[config.mk]
export PLATFORM = sky130hd
export DESIGN_NAME = usb_ep_irq_flags
export DESIGN_NICKNAME = d
export VERILOG_FILES = /design/src/rtl/usb_irq_pkg.sv /design/src/rtl/usb_irq_flag_bank.sv /design/src/rtl/usb_irq_cfg_regs.sv /design/src/rtl/usb_irq_router.sv /design/src/rtl/usb_ep_irq_flags.sv
export SDC_FILE = /design/constraint.sdc
export NUM_CORES = 1
export LEC_CHECK = 0
export BUFFER_PORTS_ARGS = -buffer_cell sky130_fd_sc_hd__buf_2
export CAP_MARGIN = 20
export CORE_ASPECT_RATIO = 1.2
export CORE_MARGIN = 8
export CORE_UTILIZATION = 39
export CTS_CLUSTER_SIZE = 20
export DETAILED_ROUTE_END_ITERATION = 8
export MAX_ROUTING_LAYER = met4
export PLACE_DENSITY = 0.73
export SYNTH_ARGS = -nofsm -noshare
export SYNTH_HDL_FRONTEND = slang
export SYNTH_HIERARCHICAL = 1
export SYNTH_SLANG_ARGS = --single-unit
export TNS_END_PERCENT = 10
[constraint.sdc]
create_clock -name clk -period 1.08 [get_ports clk]
set_clock_uncertainty 0.15 [all_clocks]
set_input_delay 0.162 -clock clk [delete_from_list [all_inputs] [get_ports clk]]
set_output_delay 0.162 -clock clk [all_outputs]
set_load 0.02 [all_outputs]
[src/rtl/usb_irq_pkg.sv]
package usb_irq_pkg;

    localparam int SRC_COUNT     = 8;
    localparam int BUS_WIDTH     = 32;
    localparam int SEL_WIDTH     = 2;
    localparam int FULL_POS      = 6;
    localparam int EMPTY_POS     = 4;

    typedef enum logic [1:0] {
        SLOT_FLAGS  = 2'd0,
        SLOT_ENABLE = 2'd1,
        SLOT_ROUTE  = 2'd2,
        SLOT_SPARE  = 2'd3
    } reg_slot_e;

endpackage

[src/rtl/usb_irq_flag_bank.sv]
module usb_irq_flag_bank #(
    parameter int                   NUM_SRC   = 8,
    parameter logic [NUM_SRC-1:0]   LIVE_MASK = 8'h50,
    parameter logic [NUM_SRC-1:0]   LIVE_RST  = 8'h10
) (
    input  logic               clk,
    input  logic               rst_n,
    input  logic [NUM_SRC-1:0] evt,
    input  logic [NUM_SRC-1:0] live_in,
    input  logic               clr_req,
    input  logic [NUM_SRC-1:0] clr_data,
    output logic [NUM_SRC-1:0] flags
);
    localparam logic [NUM_SRC-1:0] STICKY_MASK = ~LIVE_MASK;

    typedef struct packed {
        logic [NUM_SRC-1:0] sticky;
        logic [NUM_SRC-1:0] live;
    } bank_t;

    bank_t st_d, st_q;
    logic [NUM_SRC-1:0] wipe;

    always_comb begin
        st_d = st_q;
        wipe = clr_req ? ~clr_data : '0;
        // set has priority over a simultaneous clear
        st_d.sticky = ((st_q.sticky & ~wipe) | evt) & STICKY_MASK;
        st_d.live   = live_in & LIVE_MASK;
    end

    always_ff @(posedge clk) begin
        if (!rst_n) begin
            st_q.sticky <= '0;
            st_q.live   <= LIVE_RST & LIVE_MASK;
        end else begin
            st_q <= st_d;
        end
    end

    assign flags = st_q.sticky | st_q.live;

endmodule

[src/rtl/usb_irq_cfg_regs.sv]
module usb_irq_cfg_regs #(
    parameter int NUM_SRC = 8
) (
    input  logic               clk,
    input  logic               rst_n,
    input  logic               wr_enable,
    input  logic               wr_route,
    input  logic [NUM_SRC-1:0] wr_data,
    output logic [NUM_SRC-1:0] enable_vec,
    output logic [NUM_SRC-1:0] route_vec
);
    typedef struct packed {
        logic [NUM_SRC-1:0] enable;
        logic [NUM_SRC-1:0] route;
    } cfg_t;

    cfg_t cfg_d, cfg_q;

    always_comb begin
        cfg_d = cfg_q;
        if (wr_enable) cfg_d.enable = wr_data;
        if (wr_route)  cfg_d.route  = wr_data;
    end

    always_ff @(posedge clk) begin
        if (!rst_n) begin
            cfg_q <= '0;
        end else begin
            cfg_q <= cfg_d;
        end
    end

    assign enable_vec = cfg_q.enable;
    assign route_vec  = cfg_q.route;

endmodule

[src/rtl/usb_irq_router.sv]
module usb_irq_router #(
    parameter int NUM_SRC = 8
) (
    input  logic [NUM_SRC-1:0] flags,
    input  logic [NUM_SRC-1:0] enable_vec,
    input  logic [NUM_SRC-1:0] route_vec,
    output logic               line0,
    output logic               line1
);
    logic [NUM_SRC-1:0] hit0;
    logic [NUM_SRC-1:0] hit1;

    for (genvar i = 0; i < NUM_SRC; i++) begin : g_src
        logic armed;
        assign armed   = flags[i] & enable_vec[i];
        assign hit0[i] = armed & ~route_vec[i];
        assign hit1[i] = armed &  route_vec[i];
    end

    assign line0 = |hit0;
    assign line1 = |hit1;

endmodule

[src/rtl/usb_ep_irq_flags.sv]
module usb_ep_irq_flags
    import usb_irq_pkg::*;
#(
    parameter int NUM_SRC   = SRC_COUNT,
    parameter int DATA_W    = BUS_WIDTH,
    parameter int ADDR_W    = SEL_WIDTH,
    parameter int FULL_BIT  = FULL_POS,
    parameter int EMPTY_BIT = EMPTY_POS
) (
    input  logic              clk,
    input  logic              rst_n,
    input  logic [ADDR_W-1:0] cpu_addr,
    input  logic              cpu_wr,
    input  logic [DATA_W-1:0] cpu_wdata,
    output logic [DATA_W-1:0] cpu_rdata,
    input  logic [NUM_SRC-1:0] evt_pulse,
    input  logic              ep1_fifo_full,
    input  logic              ep2_fifo_empty,
    output logic              irq_line0,
    output logic              irq_line1
);
    localparam logic [NUM_SRC-1:0] LIVE_MASK =
        (NUM_SRC'(1) << FULL_BIT) | (NUM_SRC'(1) << EMPTY_BIT);
    localparam logic [NUM_SRC-1:0] LIVE_RST = NUM_SRC'(1) << EMPTY_BIT;
    localparam int PAD_W = DATA_W - NUM_SRC;

    logic [NUM_SRC-1:0] live_vec;
    logic [NUM_SRC-1:0] flag_vec;
    logic [NUM_SRC-1:0] en_vec;
    logic [NUM_SRC-1:0] sel_vec;
    logic [NUM_SRC-1:0] wr_bits;
    logic               wr_flags, wr_en, wr_sel;
    reg_slot_e          slot;

    assign slot     = reg_slot_e'(cpu_addr[1:0]);
    assign wr_bits  = cpu_wdata[NUM_SRC-1:0];
    assign wr_flags = cpu_wr && (slot == SLOT_FLAGS);
    assign wr_en    = cpu_wr && (slot == SLOT_ENABLE);
    assign wr_sel   = cpu_wr && (slot == SLOT_ROUTE);

    always_comb begin
        live_vec            = '0;
        live_vec[FULL_BIT]  = ep1_fifo_full;
        live_vec[EMPTY_BIT] = ep2_fifo_empty;
    end

    usb_irq_flag_bank #(
        .NUM_SRC   (NUM_SRC),
        .LIVE_MASK (LIVE_MASK),
        .LIVE_RST  (LIVE_RST)
    ) u_bank (
        .clk      (clk),
        .rst_n    (rst_n),
        .evt      (evt_pulse & ~LIVE_MASK),
        .live_in  (live_vec),
        .clr_req  (wr_flags),
        .clr_data (wr_bits),
        .flags    (flag_vec)
    );

    usb_irq_cfg_regs #(
        .NUM_SRC (NUM_SRC)
    ) u_cfg (
        .clk        (clk),
        .rst_n      (rst_n),
        .wr_enable  (wr_en),
        .wr_route   (wr_sel),
        .wr_data    (wr_bits),
        .enable_vec (en_vec),
        .route_vec  (sel_vec)
    );

    usb_irq_router #(
        .NUM_SRC (NUM_SRC)
    ) u_route (
        .flags      (flag_vec),
        .enable_vec (en_vec),
        .route_vec  (sel_vec),
        .line0      (irq_line0),
        .line1      (irq_line1)
    );

    always_comb begin
        unique case (slot)
            SLOT_FLAGS:  cpu_rdata = {{PAD_W{1'b0}}, flag_vec};
            SLOT_ENABLE: cpu_rdata = {{PAD_W{1'b0}}, en_vec};
            SLOT_ROUTE:  cpu_rdata = {{PAD_W{1'b0}}, sel_vec};
            default:     cpu_rdata = '0;
        endcase
    end

endmodule

==> summary.md, run 1 <==
| Metric | Value |
|---|---|
| Worst vdd ir | `between 0.8 and 0.9 mV` |
| Setup slack, reg-to-reg | `0.07 ns` |
| Final #Nets | `262` |
| Max-slew violation count | `0` |
| Yosys top cell by area | `dfxtp_1` |
| Setup slack after layout | `-0.6610 ns` |
| CP max FO | `2` |
| CP arrival | `roughly 1.4 ns` |
| Wire length per cell | `14.75 um` |
| Final setup TNS | `-3.860 ns` |
| Post-synthesis sequential area ratio | `0.3475` |
| Clock sink count | `24` |
| Path type of the worst setup path | `register to output port` |
| Post-Synthesis Cells | `between 100 and 150` |
| Cells along the critical path | `nand2_2 > o22ai_2 > or4_4 > buf_6` |
| Max Cap Viol | `0` |
| Clock Latency Late Sink | `between 0.2 and 0.3 ns` |
| N_diodes | `0` |
| Initial Utilization | `0.4106` |
| Die area | `5714 sq um` |
| Power Density | `1019 nW/um^2` |
| Final Hold Fails | `0` |
| CP startpoint kind | `register` |
| Gpl congestion | `0.8096` |
| Initial antenna violation count | `0` |
| Crit. End Element | `output port` |
| Cell row count | `23` |
| Post-Synth Adder-Cell Area | `0` |
| Violated checks | `setup timing` |
| Final setup fails | `10` |
| I/O pin cnt | `81` |
| Mapped Area | `1383 sq um` |
| Worst path max stage delay | `0.54 ns` |
| Top post-synthesis cells by area | `dfxtp_1, mux2i_1, buf_4` |
| Final HPWL DP | `2.637 mm` |
| Vias/cell | `4.900` |
| Initial drt markers | `42` |
| Mean Syn Cell Area | `9.279 sq um` |
| Most frequent cells in the layout | `buf_4, mux2i_1, conb_1, buf_2, dfxtp_2` |
| Inst Count DP | `240` |
| Vias in the first global route | `between 1000 and 1500` |
| Main combinational cell family by area after synthesis | `simple AND/OR/NAND/NOR gates` |
| Status | `finished, violations left` |
| Worst path slowest cell | `or4_4` |
| Hold Slack | `0.001362 ns` |
| CTS tree | `done` |
| Vias after detailed routing | `1225` |
| Crit share post-route | `1.612` |
| Multiplexer share of the synthesized area | `0.1738` |
| Grt total ovfl | `0` |
| H-tree depth | `1` |
| Worst hold path type | `input port to register` |
| Gr usage total | `0.1199` |
| Post-synthesis simple-gate area fraction | `0.2018` |
| Final core area utilization | `0.5697` |
| Top-area cell type share of the netlist area | `0.3475` |
| Area growth from synthesis to layout | `38.73%` |
| Final Non-Filler Cells | `250` |
| RSZ-0062 raised after global routing | `true` |
| Fin area | `1918 sq um` |
| Antenna-violating nets left | `0` |
| Cts bufs inserted | `3` |
| DRC | `0` |
| Xor and xnor area share after synthesis | `0` |
| Die H | `81.22 um` |
| Die X-Extent | `roughly 70 um` |
| Core area | `3367 sq um` |
| Max Buffers Root-to-Sink | `2` |
| Largest net degree at the start of global routing | `25` |
| DP Area | `around 1700 sq um` |
| Clk slew on worst S/H paths | `0.08 ns` |
| Share of layout cells above drive strength 1 | `0.4601` |
| Drt total wl | `~3.7 mm` |
| Period minus WS final | `1.741 ns` |
| Synth Area in Compound Gates | `0.1086` |
| Root Driver | `clkbuf_8` |
| Port bufs | `30` |
| Number of synthesized register bits | `24` |
| Yosys warns | `6` |
| First-pass GRT wire length | `5.499 mm` |
| Commonest non-fill, non-tap cell in the layout | `buf_4` |
| Distinct cells, synth | `21` |
| Leak pwr | `0.8596 nW` |
| Fmax | `0.5744 GHz` |
| Worst Path Required | `0.77 ns` |
| DRT Pass-1 Iters | `4` |
## per-stage QoR
| step | total power [mW] | worst slack (ns) |
|---|---|---|
| after floorplan | 1.286 | -0.2268 |
| after global placement | 1.382 | -0.3548 |
| after detailed placement | 1.387 | -0.3553 |
| after CTS | 1.924 | -0.6300 |
| after global routing | 2.048 | -0.7074 |
| final | 1.954 | -0.6610 |
## layout make-up
class | count | area, sq um
Fill cell | 321 | 1449
Tap cell | 37 | 46.29
Sequential cell | 24 | 504.2
Timing Repair Buffer | 68 | 510.5
Clock buffer | 3 | 41.29
Multi-Input combinational cell | 118 | 815.8
## registers in the layout (all words and copies together), names as in the netlist
register          flops
u_cfg/route_vec       8
u_bank/st_q           8
u_cfg/enable_vec      8
## logic make-up (layout without fill, tap and decap cells)
kind of cell / count (synthesis) / in the layout
DFF: 24 / 24
muxes: 24 / 24
AOI/OAI and AO/OA: 22 / 22
other: 1 / 24
and+or+nand+nor: 48 / 48
buffers and inverters: 30 / 71
## report_power, final
| group | leakage (nW) | switching [mW] | internal [mW] |
|---|---|---|---|
| logic | 0.634 | 0.257 | 0.222 |
| clock network | 0.0216 | 0.267 | 0.249 |
| registers | 0.204 | 0.0271 | 0.932 |
| total | 0.860 | 0.551 | 1.40 |
## synth_stat cells (all sizes together)
cell type,count
nor2b,17
nand2,8
dfxtp,24
nand2b,1
or4,1
a31oi,4
buf,30
conb,1
o2bb2ai,8
nor2,6
and2,2
o21ai,6
nand4,1
o22ai,4
and3b,1
and3,4
mux2i,24
nor3b,7
## final timing paths
| kind | to | depth (start not counted) | startpoint |
|---|---|---|---|
| max | irq_line0 | 4 | u_bank/st_q[8]$_SDFF_PN0_ |
| min reg2reg | u_cfg/enable_vec[6]$_SDFFE_PN0P_ | 2 | u_cfg/enable_vec[6]$_SDFFE_PN0P_ |
| min | u_bank/st_q[8]$_SDFF_PN0_ | 3 | evt_pulse[0] |
| max reg2reg | u_bank/st_q[11]$_SDFF_PN0_ | 4 | u_bank/st_q[11]$_SDFF_PN0_ |
## worst max-delay path, delay by kind of cell, from the launching register on
family | cells | cell delay (ns)
and+or+nand+nor | 2 | 0.61
DFF | 1 | 0.33
buffers and inverters | 1 | 0.15
AOI/OAI and AO/OA | 1 | 0.08
## layer usage
metal | global-route usage | vias up | routed length [um]
li1 | - | 608 | -
met5 | - | - | 0
met3 | 0.03776 | 8 | 242
met4 | 0.04225 | 0 | 69
met2 | 0.1995 | 45 | 1815
met1 | 0.1329 | 564 | 1560
## timing repair
action	CTS	global route
endpoints found under the setup margin	14	16
gates cloned	0	0
pin swaps	8	6
hold buffers	5	0
hold endpoints to repair	5	0
buffers inserted	0	2
resized for setup	28	21
Note: power is estimated with default switching activity, not from simulation.
==> inputs of run 2 (changes only) <==
--- a/config.mk
+++ b/config.mk
@@ -14,6 +14,7 @@
 export DETAILED_ROUTE_END_ITERATION = 8
 export MAX_ROUTING_LAYER = met4
 export PLACE_DENSITY = 0.73
+export SETUP_SLACK_MARGIN = 0.4
 export SYNTH_ARGS = -nofsm -noshare
 export SYNTH_HDL_FRONTEND = slang
 export SYNTH_HIERARCHICAL = 1
==> summary.md, run 2 (synthesis gave the netlist of run 1 again) <==
| Metric | Value |
|---|---|
| Combinational share of power | `0.246 (about the same)` |
| Top delay family on crit path | `simple AND/OR/NAND/NOR gates` |
| Root Driver | `clkbuf_8` |
| Worst path max stage delay | `0.54 ns (about the same)` |
| Die H | `81.22 um (unchanged)` |
| Hold path depth | `2 (-1)` |
| Most frequent cells in the layout | `buf_4, mux2i_1, conb_1, dfxtp_2` |
| Final Non-Filler Cells | `244 (-2.4%)` |
| CP arrival | `1.41 ns (-0.02 ns)` |
| Crit Reg-Reg Endpoint | `u_bank/st_q[9]$_SDFF_PN0_` |
| Worst hold path startpoint | `ep2_fifo_empty` |
| DRC | `0 (unchanged)` |
| Largest net degree at the start of global routing | `25 (unchanged)` |
| Die X-Extent | `70.35 um (unchanged)` |
| Worst hold path type | `input port to register` |
| FF-to-FF Start | `u_bank/st_q[9]$_SDFF_PN0_` |
| Grt total ovfl | `0 (unchanged)` |
| P_int | `1.403 mW (about the same)` |
| Gpl congestion | `0.8096 (unchanged)` |
| Initial drt markers | `37 (-12%)` |
| Seq pwr share | `0.491 (about the same)` |
| CP startpoint kind | `register` |
| Vias after detailed routing | `1183 (-3.4%)` |
| Share of layout cells above drive strength 1 | `0.4783 (+0.01817)` |
| Clock Latency Late Sink | `0.26 ns (about the same)` |
| Crit share post-route | `1.594 (-0.01802)` |
| Vias/cell | `4.848 (-1.1%)` |
| Core area | `3367 sq um (unchanged)` |
| Vias in the first global route | `1224 (+0.41%)` |
| Fin area | `1922 sq um (+0.20%)` |
| Area growth from synthesis to layout | `39.00%` |
| Worst path slowest cell | `or4_4` |
| First-pass GRT wire length | `5.602 mm (+1.9%)` |
| Gr usage total | `0.1225 (+0.002612)` |
| Wire length per cell | `14.65 um (-0.71%)` |
| CP max FO | `2 (unchanged)` |
| Final HPWL DP | `2.637 mm (unchanged)` |
| Final setup fails | `10 (unchanged)` |
| Sw Ratio | `0.2821 (about the same)` |
| N_diodes | `0 (unchanged)` |
| Final #Nets | `256 (-2.3%)` |
| Drt total wl | `3.574 mm (-3.1%)` |
| Clock power share | `0.263 (about the same)` |
| Worst Path Required | `0.77 ns (about the same)` |
| Crit. End Element | `output port` |
| Setup slack, reg-to-reg | `0.15 ns (+0.08 ns)` |
| Violated checks | `hold timing, setup timing` |
| Initial antenna violation count | `0 (unchanged)` |
| Status | `finished, violations left` |
| Power Density | `1017 nW/um^2 (-0.16%)` |
| Setup slack after layout | `-0.6415 ns (+0.01946 ns)` |
| Switch Pwr | `0.5515 mW (about the same)` |
| I/O pin cnt | `81 (unchanged)` |
| Power Total | `1.955 mW (about the same)` |
| Cts bufs inserted | `3 (unchanged)` |
| Worst vdd ir | `0.8389 mV (-3.9%)` |
| Max-slew violation count | `0 (unchanged)` |
| Port bufs | `30 (unchanged)` |
| Max Buffers Root-to-Sink | `2 (unchanged)` |
| Critical path launch point | `u_bank/st_q[8]$_SDFF_PN0_` |
| Inst Count DP | `240 (unchanged)` |
| Die area | `5714 sq um (unchanged)` |
| Sink of the worst hold path | `u_bank/st_q[4]$_SDFF_PN1_` |
| Period minus WS final | `1.721 ns (-0.01946 ns)` |
| Antenna-violating nets left | `0 (unchanged)` |
| Crit path buffers/inverters | `1 (unchanged)` |
| Commonest non-fill, non-tap cell in the layout | `buf_4` |
| DRT Pass-1 Iters | `4 (unchanged)` |
| Fmax | `0.5809 GHz (+1.1%)` |
| RSZ-0062 raised after global routing | `true` |
| Cells along the critical path | `nand2_2 > o22ai_2 > or4_4 > buf_6` |
| CTS tree | `done` |
| FF-to-FF path depth | `3 (-1)` |
| Path type of the worst setup path | `register to output port` |
| Hold Slack | `-0.06176 ns (-0.06312 ns)` |
| DP Area | `1678 sq um (unchanged)` |
| H-tree depth | `1 (unchanged)` |
| Leak pwr | `0.8463 nW (-1.5%)` |
| Final Hold Fails | `4 (+4)` |
| Max Cap Viol | `0 (unchanged)` |
| Cell row count | `23 (unchanged)` |
| Clock sink count | `24 (unchanged)` |
| Clk slew on worst S/H paths | `0.08 ns (about the same)` |
| Initial Utilization | `0.4106 (unchanged)` |
==> run 2: cell count changes in the layout (fill, tap and decap cells not counted), sizes merged <==
cell	before	now
dlygate4sd3	5	0
buf	63	62
==> run 2: timing repair <==
item	CTS	global route
gates resized for setup	52	15
endpoints found under the setup margin	32	32
endpoints found under the hold margin	4	2
buffers inserted	0	1
pin swaps	12	8
==> run 2: worst max-delay path by stage <==
stage | slack (ns) | to | cells past startpoint
after CTS | -0.63 | irq_line0 | 4
after detailed placement | -0.36 | irq_line0 | 4
after global routing | -0.69 | irq_line0 | 4
final | -0.64 | irq_line0 | 4
after floorplan | -0.23 | irq_line0 | 3
after global placement | -0.35 | irq_line0 | 4
==> run 2: final cells by class <==
type                            instances  area [sq um]
Fill cell                             317          1445
Multi-Input combinational cell        118         835.8
Sequential cell                        24         504.2
Timing Repair Buffer                   62         494.2
Tap cell                               37         46.29
Clock buffer                            3         41.29
==> run 2: through the flow <==
stage                       util  setup TNS [ns]  setup WS (ns)
after floorplan                -          -2.179        -0.2268
after global placement    0.4983          -5.798        -0.3548
after detailed placement  0.4983          -6.642        -0.3553
after CTS                 0.5578          -3.579        -0.6299
after global routing      0.5708          -4.290        -0.6887
final                     0.5708          -3.643        -0.6415
==> run 2: power by group through the flow <==
| stage | Clock [mW] | Sequential, mW | Combinational, mW |
|---|---|---|---|
| 5_1_grt | 0.566 | 0.966 | 0.519 |
| 3_5_place_dp | 0 | 0.969 | 0.418 |
| 6_report | 0.514 | 0.959 | 0.481 |
| 3_3_place_gp | 0 | 0.968 | 0.414 |
| 4_1_cts | 0.515 | 0.955 | 0.465 |
| 2_1_floorplan | 0 | 0.975 | 0.311 |
==> run 2: routing by layer <==
layer	GRT usage	wire length, um	share of wire	up-vias
met4	0.04225	55	0.015	0
li1	-	-	-	593
met3	0.04019	248	0.069	6
met1	0.1308	1510	0.42	545
met5	-	0	0	-
met2	0.2094	1760	0.49	39
